**src/rtl/pe_status_pkg.sv**
```systemverilog
// Shared types for the status byte generator.
package pe_status_pkg;
    // Which source feeds the captured read byte.
    typedef enum logic [1:0] {
        SRC_ARRAY = 2'd0,
        SRC_RUN   = 2'd1,
        SRC_SUSP  = 2'd2
    } rd_src_e;
endpackage

```
**src/rtl/pe_blk_hit.sv**
```systemverilog
// Block decode: reports whether the read address falls in a block selected
// for erase. Assumes equal-size blocks, NBLK a power of two, NBLK >= 2.
module pe_blk_hit #(
    parameter int AW   = 12,
    parameter int NBLK = 4
) (
    input  logic [AW-1:0]   rd_addr,
    input  logic [NBLK-1:0] erase_sel,
    output logic            hit
);
    localparam int BB = $clog2(NBLK);

    logic [NBLK-1:0] match;

    // One comparator per block against the address's top bits.
    for (genvar i = 0; i < NBLK; i++) begin : g_blk
        assign match[i] = erase_sel[i] && (rd_addr[AW-1 -: BB] == BB'(i));
    end

    // Any selected block matching the address.
    assign hit = |match;
endmodule

```
**src/rtl/pe_toggle_bit.sv**
```systemverilog
// Read-driven toggle flop: cleared on clr, inverted on flip, else held.
// Assumes clr has priority over flip.
module pe_toggle_bit (
    input  logic clk,
    input  logic rst_n,
    input  logic clr,
    input  logic flip,
    output logic q
);
    // Toggle state update.
    always_ff @(posedge clk) begin
        if (!rst_n || clr) q <= 1'b0;
        else if (flip)     q <= ~q;
    end

    a_r2_clear_on_start: assert property (@(posedge clk) disable iff (!rst_n)
        clr |=> !q);
    a_r7_hold_when_idle: assert property (@(posedge clk) disable iff (!rst_n)
        (!clr && !flip) |=> $stable(q));
endmodule

```
**src/rtl/pe_prot_timer.sv**
```systemverilog
// Protected-erase window: when an erase starts and every selected block is
// protected, asserts win for CYC cycles. Assumes CYC >= 1.
module pe_prot_timer #(
    parameter int NBLK = 4,
    parameter int CYC  = 5000
) (
    input  logic            clk,
    input  logic            rst_n,
    input  logic            start,
    input  logic            erase,
    input  logic [NBLK-1:0] sel,
    input  logic [NBLK-1:0] prot,
    output logic            win
);
    localparam int CW = $clog2(CYC + 1);

    logic [CW-1:0] cnt;
    logic          arm;

    // Erase aimed only at protected blocks.
    assign arm = start && erase && (sel != '0) && ((sel & ~prot) == '0);

    // Window countdown.
    always_ff @(posedge clk) begin
        if (!rst_n)          cnt <= '0;
        else if (arm)        cnt <= CW'(CYC);
        else if (start)      cnt <= '0;
        else if (cnt != '0)  cnt <= cnt - 1'b1;
    end

    assign win = (cnt != '0);

    a_r8_window_opens: assert property (@(posedge clk) disable iff (!rst_n)
        arm |=> win);
    a_r8_window_counts_down: assert property (@(posedge clk) disable iff (!rst_n)
        (win && !start) |=> (cnt == $past(cnt) - 1'b1));
endmodule

```
**src/rtl/pe_status_gen.sv**
```systemverilog
// Status byte generator: on each read strobe captures either a status word
// built from engine flags and two read-driven toggle bits, or array data.
// Assumes rd_stb is a single-cycle pulse per read and op_start is not
// raised in the same cycle as rd_stb.
module pe_status_gen
    import pe_status_pkg::*;
#(
    parameter int AW       = 12,
    parameter int NBLK     = 4,
    parameter int PROT_CYC = 5000
) (
    input  logic            clk,
    input  logic            rst_n,
    input  logic            op_start,
    input  logic            op_busy,
    input  logic            op_erase,
    input  logic            erase_susp,
    input  logic            op_error,
    input  logic            erase_live,
    input  logic            prog_bit7,
    input  logic [NBLK-1:0] erase_sel,
    input  logic [NBLK-1:0] blk_prot,
    input  logic [AW-1:0]   rd_addr,
    input  logic            rd_stb,
    input  logic [7:0]      array_data,
    output logic [7:0]      dout
);
    logic    hit, win, tog6, tog2;
    logic    run, erm, dq2_live, flip6, flip2;
    rd_src_e src;
    logic [7:0] nxt;
    logic    stat_q;

    pe_blk_hit #(.AW(AW), .NBLK(NBLK)) u_hit (
        .rd_addr(rd_addr), .erase_sel(erase_sel), .hit(hit));

    pe_prot_timer #(.NBLK(NBLK), .CYC(PROT_CYC)) u_win (
        .clk(clk), .rst_n(rst_n), .start(op_start), .erase(op_erase),
        .sel(erase_sel), .prot(blk_prot), .win(win));

    pe_toggle_bit u_t6 (.clk(clk), .rst_n(rst_n), .clr(op_start),
        .flip(flip6), .q(tog6));
    pe_toggle_bit u_t2 (.clk(clk), .rst_n(rst_n), .clr(op_start),
        .flip(flip2), .q(tog2));

    assign run      = op_busy || win;
    assign erm      = win || op_erase;
    assign dq2_live = hit && (erm || erase_susp);

    // Select the source of the read byte.
    always_comb begin
        if (run)                    src = SRC_RUN;
        else if (erase_susp && hit) src = SRC_SUSP;
        else                        src = SRC_ARRAY;
    end

    // Assemble the byte for the selected source.
    always_comb begin
        unique case (src)
            SRC_RUN:  nxt = {erm ? 1'b0 : ~prog_bit7, tog6, op_error, 1'b0,
                             (erm || erase_susp) && erase_live,
                             dq2_live ? tog2 : 1'b1, 2'b00};
            SRC_SUSP: nxt = {1'b1, 1'b1, op_error, 1'b0, erase_live,
                             tog2, 2'b00};
            default:  nxt = array_data;
        endcase
    end

    assign flip6 = rd_stb && (src == SRC_RUN);
    assign flip2 = rd_stb && (src != SRC_ARRAY) && dq2_live;

    // Capture the read byte on each strobe.
    always_ff @(posedge clk) begin
        if (!rst_n) begin
            dout   <= 8'h00;
            stat_q <= 1'b0;
        end else if (rd_stb) begin
            dout   <= nxt;
            stat_q <= (src != SRC_ARRAY);
        end
    end

    a_r9_reserved_zero: assert property (@(posedge clk) disable iff (!rst_n)
        stat_q |-> (dout[4] == 1'b0 && dout[1:0] == 2'b00));
    a_r10_hold_without_strobe: assert property (@(posedge clk) disable iff (!rst_n)
        !rd_stb |=> $stable(dout));
    a_r6_suspend_hit: assert property (@(posedge clk) disable iff (!rst_n)
        (rd_stb && erase_susp && !op_busy && !win && hit) |=> (dout[7:6] == 2'b11));
    a_r8_window_erase_poll: assert property (@(posedge clk) disable iff (!rst_n)
        (rd_stb && win) |=> (dout[7] == 1'b0));
endmodule

```
**config.mk**
```make
export PLATFORM = sky130hd
export DESIGN_NAME = pe_status_gen
export DESIGN_NICKNAME = d
export VERILOG_FILES = /design/src/rtl/pe_status_pkg.sv /design/src/rtl/pe_blk_hit.sv /design/src/rtl/pe_toggle_bit.sv /design/src/rtl/pe_prot_timer.sv /design/src/rtl/pe_status_gen.sv
export SDC_FILE = /design/constraint.sdc
export NUM_CORES = 1
export LEC_CHECK = 0
export BUFFER_PORTS_ARGS = -buffer_cell sky130_fd_sc_hd__buf_2
export CAP_MARGIN = 20
export CORE_MARGIN = 1
export CORE_UTILIZATION = 49
export DETAILED_ROUTE_END_ITERATION = 8
export HOLD_SLACK_MARGIN = 0.03
export PLACE_DENSITY = 0.76
export SLEW_MARGIN = 10
export SYNTH_ARGS = -nofsm -noshare
export SYNTH_HDL_FRONTEND = slang
export SYNTH_SLANG_ARGS = --single-unit
```
**constraint.sdc**
```tcl
create_clock -name clk -period 2.4 [get_ports clk]
set_clock_uncertainty 0.1 [all_clocks]
set_input_delay 0 -clock clk [delete_from_list [all_inputs] [get_ports clk]]
set_output_delay 0 -clock clk [all_outputs]
set_load 0.05 [all_outputs]
```
==> results of run 1 <==
critical path, cell delays in order, from the launching register on:
cell and delay (ps):
dfxtp_2 370, inv_1 70, ha_1 180, nor3b_1 190, nand4_1 250, nor2_4 220
nand3_1 110, dlygate4sd3_1 590, a21oi_1 140
metrics by stage:
step           instance area, um^2  hold slack (ps)
3_5_place_dp                  1486            177.8
3_3_place_gp                  1486            164.2
5_1_grt                       1734            95.10
4_1_cts                       1724            35.91
2_1_floorplan                 1285            38.31
6_report                      1734            55.85
worst min path at each step:
| stage | to | cells after the start | slack, ps |
|---|---|---|---|
| floorplan | dout[3] | 2 | 40 |
| global placement | dout[3] | 3 | 160 |
| detailed placement | dout[3] | 3 | 180 |
| CTS | u_win.cnt[12] | 5 | 40 |
| global route | u_win.cnt[12] | 5 | 100 |
| finish | u_win.cnt[12] | 5 | 60 |
per-layer routing:
| layer | wire (um) | global-route usage |
|---|---|---|
| met1 | 1367 | 0.2378 |
| met2 | 1740 | 0.5146 |
| met3 | 103 | 0.06322 |
| met4 | 40 | 0.07018 |
| met5 | 0 | 0 |
sequential cells by signal, summed over array words and instances (netlist names):
| signal | count |
|---|---|
| u_win.cnt | 13 |
| dout | 8 |
| u_t2.q | 1 |
| u_t6.q | 1 |
logic make-up after synthesis:
family,count (synthesis),share of synthesized area
muxes,6,0.04771
buffers and inverters,15,0.04382
DFF,23,0.3583
xor gates and xnor gates,8,0.05452
adders and majority gates,2,0.01947
AOI/OAI and AO/OA,37,0.1987
and+or+nand+nor,59,0.2775
what timing repair did:
item / CTS / global route
endpoints found under the hold margin: 14 / 0
hold buffers: 21 / 0
endpoints found under the setup margin: 0 / 5
resized for setup: 0 / 4
setup buffers: 0 / 1
area by class of cell:
type                    count  area share
clock buffers               3     0.01299
clock inverters             1    0.002886
inverters                  10     0.02165
multi-input cells         112      0.4495
flip-flops and latches     23      0.2662
well taps                  30     0.02165
repair buffers             57      0.2251
power by group through the flow:
| stage | Clock [mW] | Combinational [mW] | Sequential, mW |
|---|---|---|---|
| 3_5_place_dp | 0 | 1.53 | 0.680 |
| 2_1_floorplan | 0 | 1.19 | 0.726 |
| 4_1_cts | 0.193 | 1.58 | 0.672 |
| 5_1_grt | 0.207 | 1.78 | 0.693 |
| 6_report | 0.184 | 1.60 | 0.675 |
| 3_3_place_gp | 0 | 1.49 | 0.669 |
cells in the mapped netlist, types with 2 or more instances:
cell type / count
o21ai_1: 2
buf_1: 2
mux2i_1: 5
nor2_1: 14
or4_1: 3
o21ai_0: 7
ha_1: 2
dfxtp_1: 23
nor4_1: 2
a21oi_1: 10
nor3_1: 4
xnor2_1: 4
clkbuf_1: 3
inv_1: 10
or3_1: 2
nand3_1: 6
o22ai_1: 5
a211oi_1: 4
nand2_1: 8
nand2b_1: 7
xor2_1: 4
==> results.md, run 1 <==
- Status: completed
- Die area: 2831 um^2
- I/O Pins: 46
- CP startpoint kind: register
- Clk pwr share: 0.075
- Core area: 2477 um^2
- Mapped Nets: 190
- Antenna violations before repair: 0
- Hold path start: erase_sel[0]
- Ant diodes: 0
- Tcrit/Tclk final: 0.9465
- Critical Path AT: 2440 ps
- Worst Hold Class: in -> reg
- Worst EP required: 2560 ps
- Worst setup path start: u_win.cnt[0]
- Min cycle time layout: 2272 ps
- Post-synth EDFFs: 0
- Row cnt: 18
- Post-layout util: 0.7000
- Area leader, netlist: dfxtp_1
- GP Congestion: 0.7721
- Internal power: 1.308 mW
- Largest net degree at the start of global routing: 19
- Total GRT Usage: 0.2521
- Grt ovf: 0
- Final Instance Count excl. Fillers: 236
- Netlist cell types: 44
- Fillers: 176
- Total power draw: 2.460 mW
- Area of the mapped netlist: 1285 um^2
- Clk_lat worst skew: 320 ps
- Sequential share of the synthesized area: 0.3583
- Via count: 1300
- Clk sinks: 23
- Routed vias/inst: 5.508
- Initial drt markers: 8
- Final HPWL DP: 2125 um
- Worst VDD drop: 0.001085 V
- Total routed wirelength: 3251 um
- Avg Inst Size Synth: 8.567 um^2
- Worst setup path end: dout[4]
- Max Fclk: 0.4402 GHz
- Post-synthesis cell count: 150
- Clock slew at reported path FFs: 130 ps
- Part of the power in registers: 0.274
- R2R cell count: 8
- Number of global-route vias before repair: 1290
- Final worst slack: 128.3 ps
- Clk buf depth: 2
- Final-report max-slew violation count: 0
- Final ANT Viol Nets: 0
- TNS Setup: 0 ps
- Flop2flop setup slack: 130 ps
- Placed Cells: 211
- Pleak: 0.7283 nW
- Synthesized flop and latch total: 23
- Initial core utilization: 0.5187
- Die Ht: 53.21 um
- Combinational group share of total power: 0.651
- Slew @ Worst Pin: 481.4 ps
- CTS root buffer: clkbuf_4
- Worst slew margin: 0.6779
- Switching Share: 0.4685
- Pwr/cell area: 1419 nW/um^2
- Htree depth: 1
- Crit. End Element: register
- CP max FO: 5
- Async S/R FF share, synth: 0
- Die width: 53.21 um
- Pre-CTS setup slack: 497.1 ps
- Worst Path Class, Setup: reg -> reg
- Worst r2r src: u_win.cnt[0]
- CTS tree: done
- Synth warn: 0
- Endpoints failing hold: 0
- Number of buffers added on ports: 35
- Multi-input gate area: 779.5 um^2
- Commonest non-fill, non-tap cell in the layout: buf_2
- Commonest non-fill, non-tap cells in the layout: buf_2, dfxtp_1, dlygate4sd3_1
- Worst flop-to-flop path endpoint: dout[4]
- Top cell type's share of synthesized area: 0.3583
- Final nets: 247
- Area contributors post-synth: dfxtp_1, nor2_1, a21oi_1, mux2i_1, nand2b_1
- Psw: 1.153 mW
- Maximum Capacitance Violations: 0
- Synth Flop Type: dfxtp_1
- DRC: 0
- Share of cells above drive strength 1: 0.2767
- Final setup fails: 0
- Reg area: 461.7 um^2
- Area Growth Syn to Fin: 34.96%
- First drt pass iteration count: 4
- TritonCTS buffer count: 3
- Avg WL per Cell: 13.78 um
- First-pass GRT wire length: 5195 um
(Power assumes the default switching activity.)
==> inputs of run 2 (changes only) <==
--- a/config.mk
+++ b/config.mk
@@ -9,8 +9,8 @@
 export CAP_MARGIN = 20
 export CORE_MARGIN = 1
-export CORE_UTILIZATION = 49
+export CORE_UTILIZATION = 30
 export DETAILED_ROUTE_END_ITERATION = 8
 export HOLD_SLACK_MARGIN = 0.03
-export PLACE_DENSITY = 0.76
+export PLACE_DENSITY = 0.5
 export SLEW_MARGIN = 10
 export SYNTH_ARGS = -nofsm -noshare
==> constraint.sdc (replaced) <==
create_clock -name clk -period 2.4 [get_ports clk]
set_clock_uncertainty 0.1 [all_clocks]
set_input_delay 0.12 -clock clk [delete_from_list [all_inputs] [get_ports clk]]
set_output_delay 0.12 -clock clk [all_outputs]
set_load 0.05 [all_outputs]
==> results.md, run 2 (synthesis gave the netlist of run 1 again) <==
- Final worst slack: 435.4 ps (+307.1 ps)
- Crit. End Element: register
- Clk buf depth: 2 (unchanged)
- Initial drt markers: 50 (+42)
- Unrepaired setup endpoints after global routing: no
- Endpoints failing hold: 0 (unchanged)
- Clk_lat worst skew: 260 ps (-60 ps)
- CP startpoint kind: register
- Commonest non-fill, non-tap cells in the layout: buf_2, dfxtp_1, nor2_1
- Post-CTS sizing: 0 (unchanged)
- First-pass GRT wire length: 5161 um (-0.65%)
- I/O Pins: 46 (unchanged)
- Worst slew margin: 0.6793 (+0.001433)
- Die width: 67.45 um (+27%)
- CTS root buffer: clkbuf_8
- Critical Path AT: 2000 ps (-440 ps)
- Largest net degree at the start of global routing: 19 (unchanged)
- Final-report max-slew violation count: 0 (unchanged)
- Worst Path Class, Setup: reg -> reg
- Clk sinks: 23 (unchanged)
- Min cycle time layout: 1965 ps (-307.1 ps)
- Ant diodes: 0 (unchanged)
- Slew @ Worst Pin: 479.2 ps (-2.142 ps)
- Grt ovf: 0 (unchanged)
- Largest Register: u_win.cnt
- CP max FO: 8 (+3)
- Via count: 1211 (-6.8%)
- Biggest regs: u_win.cnt (13), dout (8)
- Antenna violations before repair: 0 (unchanged)
- Worst Hold Class: in -> reg
- DRC: 0 (unchanged)
- Commonest non-fill, non-tap cell in the layout: buf_2
- Worst VDD drop: 0.0008182 V (-25%)
- Row cnt: 23 (+5)
- Maximum Capacitance Violations: 0 (unchanged)
- Share of cells above drive strength 1: 0.2698 (-0.006858)
- Worst EP required: 2430 ps (-130 ps)
- Status: completed
- Pleak: 0.6617 nW (-9.2%)
- GP Congestion: 0.7962 (+3.1%)
- TritonCTS buffer count: 3 (unchanged)
- Max Fclk: 0.5090 GHz (+16%)
- Post-layout util: 0.3935 (-0.3065)
- First drt pass iteration count: 4 (unchanged)
- Initial core utilization: 0.3167 (-0.2020)
- Tcrit/Tclk final: 0.8186 (-0.1279)
- Avg WL per Cell: 13.13 um (-4.7%)
- Number of global-route vias before repair: 1156 (-10%)
- Total GRT Usage: 0.1539 (-0.09822)
- Final setup fails: 0 (unchanged)
- Htree depth: 1 (unchanged)
- Final ANT Viol Nets: 0 (unchanged)
- Die area: 4549 um^2 (+61%)
- Final nets: 230 (-6.9%)
- Routed vias/inst: 5.067 (-8.0%)
- Number of buffers added on ports: 35 (unchanged)
- Max reg flops: 13 (unchanged)
- TNS Setup: 0 ps (unchanged)
- Worst hold slack: 39.58 ps (-16.27 ps)
- CTS tree: done
- Core area: 4058 um^2 (+64%)
- Pre-CTS setup slack: 437.4 ps (-59.73 ps)
- Total routed wirelength: 3139 um (-3.4%)
- Area Growth Syn to Fin: 24.25%
- Pwr/cell area: 1545 nW/um^2 (+8.9%)
- Die Ht: 67.45 um (+27%)
- Clock slew at reported path FFs: 80 ps (-50 ps)
- Final HPWL DP: 2332 um (+9.8%)
## run 2: cell count changes in the layout (fill, tap and decap cells not counted)
cell           change
clkinv_2           -1
clkbuf_1           +1
dfxtp_2            -1
a211oi_1           +1
dfxtp_1            +1
a211oi_2           -1
nand2_2            -1
buf_4              -1
dlygate4sd3_1     -16
clkbuf_8           +3
nand2_1            +1
clkbuf_4           -3
a21oi_2            -1
a21oi_1            +1
## run 2: layer usage
metal	track usage	share of wire	vias up
met4	0.05319	0.0076	0
li1	-	-	618
met5	0	0	-
met2	0.2825	0.48	22
met3	0.04054	0.043	2
met1	0.1685	0.47	569
## run 2: timing repair
action,4_1_cts,5_1_grt
hold endpoints to repair,4,0
setup buffers,0,0
hold buffers,4,0
## run 2: final timing paths
kind / start / to / slack [ps] / cells past startpoint
setup / recovery: u_win.cnt[0] / dout[2] / 440 / 7
hold / removal: erase_live / dout[3] / 40 / 3
setup reg to reg: u_win.cnt[0] / dout[2] / 440 / 7
hold reg to reg: dout[7] / dout[7] / 360 / 2
## run 2: cell type report
type	count	area (um^2)
Clock buffer	4	45.04
Fill cell	415	2461
Inverter	10	37.54
Multi-Input combinational cell	112	768.2
Sequential cell	23	460.4
Tap cell	50	62.56
Timing Repair Buffer	40	222.7
## run 2: power breakdown
part	switching, mW	total (mW)	internal [mW]
clock network	0.119	0.238	0.118
logic	0.866	1.55	0.688
registers	0.159	0.674	0.515
total	1.14	2.47	1.32
## run 2: metrics by stage
| stage | total power [mW] | cells | area, um^2 |
|---|---|---|---|
| floorplan | 1.912 | 150 | 1285 |
| finish | 2.467 | 239 | 1597 |
| global placement | 2.189 | 231 | 1511 |
| global route | 2.674 | 239 | 1597 |
| CTS | 2.492 | 239 | 1597 |
| detailed placement | 2.217 | 231 | 1511 |
## run 2: critical path: stages, from the launching register on
cell and delay, ps:
dfxtp_1 350, inv_1 90, ha_1 190, nor3b_1 190, nand4_1 230, nor2_4 300
mux2i_1 240, a41oi_2 140
